$ cat config.mk
export PLATFORM = sky130hd
export DESIGN_NAME = i2c_txm_top
export DESIGN_NICKNAME = d
export VERILOG_FILES = /design/src/rtl/i2c_txm_pkg.sv /design/src/rtl/i2c_txm_tick.sv /design/src/rtl/i2c_txm_engine.sv /design/src/rtl/i2c_txm_flags.sv /design/src/rtl/i2c_txm_top.sv
export SDC_FILE = /design/constraint.sdc
export NUM_CORES = 1
export LEC_CHECK = 0
export CORE_MARGIN = 2
export CORE_UTILIZATION = 60
export DETAILED_ROUTE_END_ITERATION = 7
export DONT_BUFFER_PORTS = 1
export HOLD_SLACK_MARGIN = 0.15
export PLACE_DENSITY = 0.76
export SLEW_MARGIN = 10
export SYNTH_ARGS = -nofsm -noshare
export SYNTH_HDL_FRONTEND = slang
export SYNTH_HIERARCHICAL = 1
export SYNTH_SLANG_ARGS = --single-unit
$ cat constraint.sdc
create_clock -name clk -period 4.8 [get_ports clk]
set_clock_uncertainty 0.2 [all_clocks]
set_input_delay 0.96 -clock clk [delete_from_list [all_inputs] [get_ports clk]]
set_output_delay 0.96 -clock clk [all_outputs]
set_load 0.02 [all_outputs]
$ cat src/rtl/i2c_txm_pkg.sv
package i2c_txm_pkg;
  typedef enum logic [3:0] {
    ST_IDLE, ST_START, ST_BIT_LO, ST_BIT_HI, ST_ACK_LO,
    ST_ACK_HI, ST_HOLD, ST_STOP_LO, ST_STOP_HI
  } bus_state_e;

  localparam logic [2:0] RA_CTRL    = 3'd0;
  localparam logic [2:0] RA_SADDR   = 3'd1;
  localparam logic [2:0] RA_THR     = 3'd2;
  localparam logic [2:0] RA_STAT    = 3'd3;
  localparam logic [2:0] RA_IEN_SET = 3'd4;
  localparam logic [2:0] RA_IEN_CLR = 3'd5;
  localparam logic [2:0] RA_IEN     = 3'd6;
  localparam logic [2:0] RA_DIV     = 3'd7;

  localparam int FLAG_W      = 3;
  localparam int FLAG_TXRDY  = 0;
  localparam int FLAG_TXCOMP = 1;
  localparam int FLAG_NACK   = 2;
endpackage

$ cat src/rtl/i2c_txm_tick.sv
module i2c_txm_tick #(
  parameter int DIV_W = 8
) (
  input  logic             clk,
  input  logic             rst_n,
  input  logic [DIV_W-1:0] div,
  output logic             tick
);
  logic [DIV_W-1:0] cnt_q;

  assign tick = (cnt_q == '0);

  always_ff @(posedge clk or negedge rst_n) begin
    if (!rst_n)    cnt_q <= '0;
    else if (tick) cnt_q <= div;
    else           cnt_q <= cnt_q - 1'b1;
  end
endmodule

$ cat src/rtl/i2c_txm_engine.sv
module i2c_txm_engine
  import i2c_txm_pkg::*;
#(
  parameter int BYTE_W = 8,
  parameter int SADR_W = 7
) (
  input  logic              clk,
  input  logic              rst_n,
  input  logic              tick,
  input  logic              hold_full,
  input  logic [BYTE_W-1:0] hold_byte,
  input  logic [SADR_W-1:0] slave_addr,
  input  logic              stop_req,
  input  logic              sda_in,
  output logic              take_byte,
  output logic              nack_evt,
  output logic              comp_evt,
  output logic              stop_done,
  output logic              scl_low,
  output logic              sda_low,
  output bus_state_e        state_o
);
  localparam int CNT_W = $clog2(BYTE_W);
  localparam logic [CNT_W-1:0] LAST_BIT = CNT_W'(BYTE_W - 1);

  bus_state_e        state_q;
  logic [BYTE_W-1:0] shift_q;
  logic [CNT_W-1:0]  bit_q;
  logic              ack_tick;

  assign ack_tick  = (state_q == ST_ACK_HI) && tick;
  assign nack_evt  = ack_tick && sda_in;
  assign take_byte = hold_full && tick &&
                     ((state_q == ST_ACK_HI && !sda_in) || state_q == ST_HOLD);
  assign comp_evt  = ack_tick && !sda_in && !hold_full && !stop_req;
  assign stop_done = (state_q == ST_STOP_HI) && tick;
  assign state_o   = state_q;

  always_ff @(posedge clk or negedge rst_n) begin
    if (!rst_n) begin
      state_q <= ST_IDLE;
      shift_q <= '0;
      bit_q   <= '0;
    end else if (tick) begin
      unique case (state_q)
        ST_IDLE: if (hold_full) begin
          state_q <= ST_START;
          shift_q <= {slave_addr, 1'b0};
          bit_q   <= LAST_BIT;
        end
        ST_START:  state_q <= ST_BIT_LO;
        ST_BIT_LO: state_q <= ST_BIT_HI;
        ST_BIT_HI: if (bit_q == '0) state_q <= ST_ACK_LO;
                   else begin
                     bit_q   <= bit_q - 1'b1;
                     shift_q <= shift_q << 1;
                     state_q <= ST_BIT_LO;
                   end
        ST_ACK_LO: state_q <= ST_ACK_HI;
        ST_ACK_HI, ST_HOLD: begin
          if (state_q == ST_ACK_HI && sda_in) state_q <= ST_STOP_LO;
          else if (hold_full) begin
            shift_q <= hold_byte;
            bit_q   <= LAST_BIT;
            state_q <= ST_BIT_LO;
          end
          else if (stop_req) state_q <= ST_STOP_LO;
          else               state_q <= ST_HOLD;
        end
        ST_STOP_LO: state_q <= ST_STOP_HI;
        ST_STOP_HI: state_q <= ST_IDLE;
        default:    state_q <= ST_IDLE;
      endcase
    end
  end

  always_comb begin
    scl_low = state_q inside {ST_BIT_LO, ST_ACK_LO, ST_HOLD, ST_STOP_LO};
    sda_low = (state_q inside {ST_START, ST_HOLD, ST_STOP_LO, ST_STOP_HI}) ||
              ((state_q inside {ST_BIT_LO, ST_BIT_HI}) && !shift_q[BYTE_W-1]);
  end
endmodule

$ cat src/rtl/i2c_txm_flags.sv
module i2c_txm_flags
  import i2c_txm_pkg::*;
(
  input  logic              clk,
  input  logic              rst_n,
  input  logic              thr_wr,
  input  logic              stat_rd,
  input  logic              ien_set,
  input  logic              ien_clr,
  input  logic [FLAG_W-1:0] ien_bits,
  input  logic              hold_full,
  input  logic              nack_evt,
  input  logic              comp_evt,
  input  logic              stop_done,
  output logic [FLAG_W-1:0] status,
  output logic [FLAG_W-1:0] mask,
  output logic              irq,
  output logic              dma_req
);
  logic txcomp_q, nack_q, txrdy_q;

  always_ff @(posedge clk or negedge rst_n) begin
    if (!rst_n) begin
      txcomp_q <= 1'b1;
      nack_q   <= 1'b0;
      txrdy_q  <= 1'b1;
      mask     <= '0;
    end else begin
      if (thr_wr)                                txcomp_q <= 1'b0;
      else if (nack_evt || comp_evt || stop_done) txcomp_q <= 1'b1;
      if (nack_evt)     nack_q <= 1'b1;
      else if (stat_rd) nack_q <= 1'b0;
      txrdy_q <= !hold_full;
      if (ien_set)      mask <= mask | ien_bits;
      else if (ien_clr) mask <= mask & ~ien_bits;
    end
  end

  always_comb begin
    status              = '0;
    status[FLAG_TXRDY]  = !hold_full;
    status[FLAG_TXCOMP] = txcomp_q;
    status[FLAG_NACK]   = nack_q;
    irq                 = |(status & mask);
    dma_req             = !hold_full && !txrdy_q;
  end
endmodule

$ cat src/rtl/i2c_txm_top.sv
module i2c_txm_top
  import i2c_txm_pkg::*;
#(
  parameter int DIV_W     = 8,
  parameter int DIV_RESET = 4
) (
  input  logic       clk,
  input  logic       rst_n,
  input  logic       reg_wr,
  input  logic       reg_rd,
  input  logic [2:0] reg_addr,
  input  logic [7:0] reg_wdata,
  output logic [7:0] reg_rdata,
  output logic       scl_low,
  output logic       sda_low,
  input  logic       sda_in,
  output logic       irq,
  output logic       dma_req
);
  localparam int BYTE_W = 8;
  localparam int SADR_W = 7;
  localparam logic [DIV_W-1:0] DIV_INIT = DIV_W'(DIV_RESET);

  logic [DIV_W-1:0]  div_q;
  logic [SADR_W-1:0] saddr_q;
  logic [BYTE_W-1:0] hold_q;
  logic              hold_full_q, stop_req_q;
  logic              tick, take_byte, nack_evt, comp_evt, stop_done;
  logic              thr_wr, stop_wr, bus_free;
  logic [FLAG_W-1:0] flag_stat, flag_mask;
  bus_state_e        eng_state;

  assign thr_wr   = reg_wr && reg_addr == RA_THR;
  assign stop_wr  = reg_wr && reg_addr == RA_CTRL && reg_wdata[0];
  assign bus_free = eng_state == ST_IDLE && !hold_full_q;

  always_ff @(posedge clk or negedge rst_n) begin
    if (!rst_n) begin
      div_q       <= DIV_INIT;
      saddr_q     <= '0;
      hold_q      <= '0;
      hold_full_q <= 1'b0;
      stop_req_q  <= 1'b0;
    end else begin
      if (reg_wr && reg_addr == RA_DIV)   div_q   <= reg_wdata[DIV_W-1:0];
      if (reg_wr && reg_addr == RA_SADDR) saddr_q <= reg_wdata[SADR_W-1:0];
      if (thr_wr) begin
        hold_q      <= reg_wdata;
        hold_full_q <= 1'b1;
      end else if (take_byte || nack_evt) hold_full_q <= 1'b0;
      if (stop_done)                 stop_req_q <= 1'b0;
      else if (stop_wr && !bus_free) stop_req_q <= 1'b1;
    end
  end

  always_comb begin
    unique case (reg_addr)
      RA_STAT: reg_rdata = {{(8-FLAG_W){1'b0}}, flag_stat};
      RA_IEN:  reg_rdata = {{(8-FLAG_W){1'b0}}, flag_mask};
      default: reg_rdata = '0;
    endcase
  end

  i2c_txm_tick #(.DIV_W(DIV_W)) u_tick (
    .clk(clk), .rst_n(rst_n), .div(div_q), .tick(tick)
  );

  i2c_txm_engine #(.BYTE_W(BYTE_W), .SADR_W(SADR_W)) u_eng (
    .clk(clk), .rst_n(rst_n), .tick(tick), .hold_full(hold_full_q),
    .hold_byte(hold_q), .slave_addr(saddr_q), .stop_req(stop_req_q),
    .sda_in(sda_in), .take_byte(take_byte), .nack_evt(nack_evt),
    .comp_evt(comp_evt), .stop_done(stop_done), .scl_low(scl_low),
    .sda_low(sda_low), .state_o(eng_state)
  );

  i2c_txm_flags u_flags (
    .clk(clk), .rst_n(rst_n), .thr_wr(thr_wr),
    .stat_rd(reg_rd && reg_addr == RA_STAT),
    .ien_set(reg_wr && reg_addr == RA_IEN_SET),
    .ien_clr(reg_wr && reg_addr == RA_IEN_CLR),
    .ien_bits(reg_wdata[FLAG_W-1:0]), .hold_full(hold_full_q),
    .nack_evt(nack_evt), .comp_evt(comp_evt), .stop_done(stop_done),
    .status(flag_stat), .mask(flag_mask), .irq(irq), .dma_req(dma_req)
  );
endmodule

# ---- Word-level counts from Yosys, hierarchy flattened
# Cells that the tools add are included.
dict set report op_classes {
  add_sub_neg 2
  eq_ne 19
  n_mux 27
  bitwise_logic 4
  reduce_logical 51
}
# cell count
set ops {}
lappend ops {{two-way mux 8 bit} 5}
lappend ops {{case mux 4 bit (7 select lines)} 1}
lappend ops {{case mux 8 bit (3 select lines)} 1}
lappend ops {{logical AND 1 bit} 22}
lappend ops {{two-way mux 3 bit} 6}
lappend ops {{equality test 4 x 3 -> 1 bit, second input constant} 4}
lappend ops {{equality test 3 bit, second input constant} 4}
lappend ops {{two-way mux 4 bit} 3}
lappend ops {{nonzero test 2 bit} 6}
lappend ops {{two-way mux 1 bit} 9}
lappend ops {{case mux 3 bit (3 select lines)} 1}
lappend ops {{equality test 4 x 2 -> 1 bit, second input constant} 2}
lappend ops {{logical NOT 8 bit} 1}
lappend ops {{inequality test 2 bit, second input constant} 4}
lappend ops {{nonzero test 4 bit} 2}
lappend ops {{subtractor 8 x 1 -> 8 bit, second input constant} 1}
lappend ops {{AND 3 bit} 2}
lappend ops {{equality test 3 x 2 -> 1 bit, second input constant} 2}
lappend ops {{logical NOT 1 bit} 6}
lappend ops {{logical NOT 3 bit} 2}
lappend ops {{case mux 3 bit (2 select lines)} 1}
lappend ops {{AND reduction 6 bit} 1}
lappend ops {{logical OR 1 bit} 5}
lappend ops {{equality test 4 x 1 -> 1 bit, second input constant} 1}
lappend ops {{other kinds (11)} 11}
dict set report totals {
  ff_bits 54
  inputBits 16
  wordCells 116
}

# ---- Logic depth before layout (Yosys ltp)
dict set report logic_depth {
  depth_word 9
  ltp_mapped 10
  depth_no_buf 9
}

# ---- By module
# The synthesis kept the hierarchy.
# mod instances cells_per_inst area_per_inst_um2 seq_area_each_um2
set modules_own_cells {}
lappend modules_own_cells {i2c_txm_engine 1 136 1213.7 375.4}
lappend modules_own_cells {i2c_txm_top 1 81 1118.6 626.9}
lappend modules_own_cells {i2c_txm_tick 1 48 474.2 200.2}
lappend modules_own_cells {i2c_txm_flags 1 23 250.2 152.6}

# ---- Worst setup path after synthesis
# Ideal clock, no wire load.
dict set report synth_timing {
  path_kind {in2out}
  start {input reg_addr[2]}
  end {output reg_rdata[0]}
  arrival_ps 1764
  t_required_ps 3640
  setup_slack_ps 1876
  cell_stages 4
  path_buffers 1
  path_cell_list {clkbuf_2 -> nor2b_1 -> a22oi_1 -> nor2b_1}
}
dict set report synth_via {
  elab_chain_cells 2
  word_cells_on_any_way 3
}
# element line_no
set synth_lines {}
lappend synth_lines {{start, declared} i2c_txm_top.sv:11} ;# input logic [2:0] reg_addr,
lappend synth_lines {{equality test 3 bit / equality test 3 x 2 -> 1 bit (equally long branches)} i2c_txm_top.sv:57} ;# unique case (reg_addr)
lappend synth_lines {{case mux 3 bit (2 select lines) (*)} i2c_txm_top.sv:57}
lappend synth_lines {{end, declared} i2c_txm_top.sv:13} ;# output logic [7:0] reg_rdata,
# Mark *: on every way between the ends. The rest lies on a longest branch, timed or not.

# ---- Final worst setup path
dict set report layout_timing {
  start {register u_eng.state_q[0] (netlist: u_eng/state_o[0])}
  end {output sda_low}
}
dict set report layout_via {
  elab_chain_cells 4
  word_cells_on_any_way 10
}
# element line_no
set layout_lines {}
lappend layout_lines {{start, declared} i2c_txm_engine.sv:26} ;# bus_state_e state_q;
lappend layout_lines {{start signal, assigned} i2c_txm_engine.sv:41} ;# state_q <= ST_IDLE;
lappend layout_lines {{start signal, assigned} i2c_txm_engine.sv:47} ;# state_q <= ST_START;
lappend layout_lines {{start signal, assigned} i2c_txm_engine.sv:51} ;# ST_START: state_q <= ST_BIT_LO;
lappend layout_lines {{equality test 4 x 2 -> 1 bit} i2c_txm_engine.sv:80} ;# ((state_q inside {ST_BIT_LO, ST_BIT_HI}) && !shift_q[BYTE_W-1]);
lappend layout_lines {{nonzero test 2 bit} i2c_txm_engine.sv:80}
lappend layout_lines {{logical AND 1 bit} i2c_txm_engine.sv:80}
lappend layout_lines {{logical OR 1 bit (*)} i2c_txm_engine.sv:79} ;# sda_low = (state_q inside {ST_START, ST_HOLD, ST_STOP_LO, ST_STOP_HI}) ||
lappend layout_lines {{end, declared} i2c_txm_top.sv:15} ;# output logic sda_low,
# Marked as above.

==> results.json <==
{
  "tritoncts": "built",
  "insertedDiodeCount": 0,
  "synth_cell_type_count": 57,
  "grtUsageTotal_pct": 24.49,
  "critical_path_class": "reg2out",
  "critPathBufInv": 0,
  "antenna_found_initial": 0,
  "clock-root-buffer": "clkbuf_8",
  "yosys.area.top_type": "dfrtp_1",
  "gp_congestion": 0.8554,
  "cp-start-kind": "flip-flop",
  "syn_area_per_cell_um2": 10.61,
  "p_clk_share_pct": 21.3,
  "fillCellCount": 400,
  "post-route-period-util_pct": 70.37,
  "cts.clk_slew.worst_paths_ns": 0.10,
  "holdWs_ns": 0.2726,
  "peakVddDrop_mv": 0.2937,
  "htreeDepth": 2,
  "drv_slew": 0,
  "power_frac_comb_pct": 29.0,
  "syn_to_final_growth_pct": 4.011,
  "yosysWarnings": 6,
  "grt_pass1_vias": 2027,
  "io_buffers": 0,
  "cts-buffers-inserted": 5,
  "clock-sinks": 54,
  "arrival_ns": 2.22,
  "drive_above_1_share_pct": 19.93,
  "cp_slowest_cell": "dfrtp_1",
  "postLayoutCellArea_mm2": 0.003179,
  "maxSlewHeadroom_pct": 34.50,
  "yosysMostFrequentCell": "dfrtp_1",
  "synth_area_mm2": 0.003057,
  "cp_slowest_stage_delay_ns": 0.74,
  "synthTopCellsByArea": "dfrtp_1 (42%), mux2_2 (12%), o21ai_0 (2.9%), a22o_1 (2.9%), dfstp_2 (2.6%)",
  "rows": 25,
  "status": "finished clean",
  "synth_flop_cell": "dfrtp_1",
  "clk_path_buf_depth": 2,
  "dpl.cell_count": 339,
  "grt_pass1_wl_mm": 10.41,
  "cpLargestDelayFamily": "flip-flops",
  "switchingPower_uw": 501.9,
  "endpoint_kind": "output port",
  "path_cells": "nand2b_1, nor2_1, a21oi_1, o21ai_0",
  "chipHeight_um": 75.38,
  "place_area_mm2": 0.003042,
  "switching_share_pct": 35.11,
  "netlist.area_leader.share_pct": 41.75,
  "hold_viol": 0,
  "maxCapViolCount": 0,
  "power_uw": 1429,
  "die_area_mm2": 0.005681,
  "crit_path_max_fanout": 23,
  "grt_setup_unrepaired": "no",
  "synthArstFlopShare_pct": 100.0,
  "start_util_pct": 63.45,
  "fin_cells": 348,
  "cts_setup_buffers": 0,
  "antenna_left": 0,
  "final_nets": 300,
  "p_leak_uw": 0.001290,
  "tns_ns": 0,
  "netlist_instances": 288,
  "fp.coreArea_mm2": 0.004817,
  "worst_pin_slew_ns": 0.9826,
  "drc": 0,
  "drtIter0Drc": 133,
  "max_freq_ghz": 0.2961,
  "reg2reg_slack_ns": 2.11,
  "min_path_type": "in2async",
  "synth_common_cells": "dfrtp_1 (51), mux2_2 (33), nand2_1 (20)",
  "powerDensity_mw_per_mm2": 449.6,
  "drt_wl_total_mm": 6.123,
  "firstDrtPassIters": 4,
  "period_needed_ns": 3.378,
  "grt.overflow.total": 0,
  "die_width_um": 75.38,
  "clock_latency_ns": 0.31,
  "p_int_uw": 927.4,
  "routed_via_density": 6.325,
  "ios": 28,
  "synth-edff-count": 0,
  "seqPwrFrac_pct": 49.7,
  "dp_hpwl_mm": 4.273,
  "wl_per_cell_um": 17.59,
  "ys_ff_latch": 54,
  "cp_data_required_time_ns": 3.64,
  "seq_area_frac_synth_pct": 44.33,
  "grt_start_max_net_pins": 52,
  "vias": 2201,
  "setup_viol": 0
}
## state kept, by name (all words and copies together), names as in the netlist, named ones only
signal,count
div_q,8
hold_full_q,1
hold_q,8
saddr_q,7
stop_req_q,1
u_eng/bit_q,3
u_eng/shift_q,8
u_eng/state_o,4
u_flags/nack_q,1
u_flags/txcomp_q,1
u_flags/txrdy_q,1
u_tick/cnt_q,8
## layout by cell type, fill, tap and decap left out, types with 8 or more instances in the layout
cell type	instances
dfrtp_1	51
mux2_2	33
nand2_1	20
o21ai_0	18
nor2_1	12
inv_1	12
nand2b_1	12
nor2b_1	10
a22o_1	10
a21oi_1	8
## final timing paths
kind                       cells past startpoint                          from                      endpoint
hold reg to reg                                1          div_q[6]$_DFFE_PN0P_          div_q[6]$_DFFE_PN0P_
max in group asynchronous                      1                         rst_n  u_eng/shift_q[0]$_DFFE_PN0P_
setup reg to reg                               8     u_tick/cnt_q[0]$_DFF_PN0_  u_eng/shift_q[4]$_DFFE_PN0P_
setup / recovery                               4  u_eng/state_o[0]$_DFFE_PN0P_                       sda_low
min in group clk                               1          div_q[6]$_DFFE_PN0P_          div_q[6]$_DFFE_PN0P_
hold / removal                                 0                         rst_n  u_flags/txcomp_q$_DFFE_PN1P_
## cell type report
cell class	count	area, um2	area share [%]
clock buffers	6	72.57	2.283
clock inverters	2	37.54	1.181
inverters	13	48.80	1.535
multi-input cells	204	1546	48.64
flip-flops and latches	54	1355	42.62
well taps	67	83.83	2.637
repair buffers	2	35.03	1.102
## power groups by stage
stage / combinational (uW) / clock (uW) / sequential, uW
after floorplan: 379 / 0 / 655
after global placement: 385 / 0 / 709
after detailed placement: 401 / 0 / 716
after CTS: 413 / 314 / 707
after global routing: 465 / 336 / 728
final: 415 / 305 / 710
## cells by family (layout without fill, tap and decap cells)
family,count (synthesis),after routing,synth area share [%]
buf+inv,34,23,5.566
mux,33,33,12.16
xor+xnor,4,4,1.146
simple gates,92,92,18.83
fa+ha+maj,4,4,1.637
compound gates,66,66,16.21
flops,54,54,44.33
other cells,1,5,0.1227
## layer usage
layer / share of wire [%] / track usage, % / routed length [um] / up-vias
li1: - / - / - / 1023
met1: 47 / 35.40 / 2896 / 1114
met2: 46 / 37.10 / 2830 / 55
met3: 4.9 / 5.423 / 300 / 9
met4: 1.6 / 7.992 / 95 / 0
met5: 0 / 0 / 0 / -
## metrics by stage
stage / setup slack (ns) / utilization (%)
2_1_floorplan: 1.876 / -
3_3_place_gp: 1.833 / 63.14
3_5_place_dp: 1.791 / 63.14
4_1_cts: 1.427 / 66.00
5_1_grt: 1.249 / 66.00
6_report: 1.422 / 66.00
## what timing repair did
action,4_1_cts,5_1_grt
hold buffers,1,0
gates resized for setup,0,0
hold endpoints to repair,51,0
(Power assumes the default switching activity.)
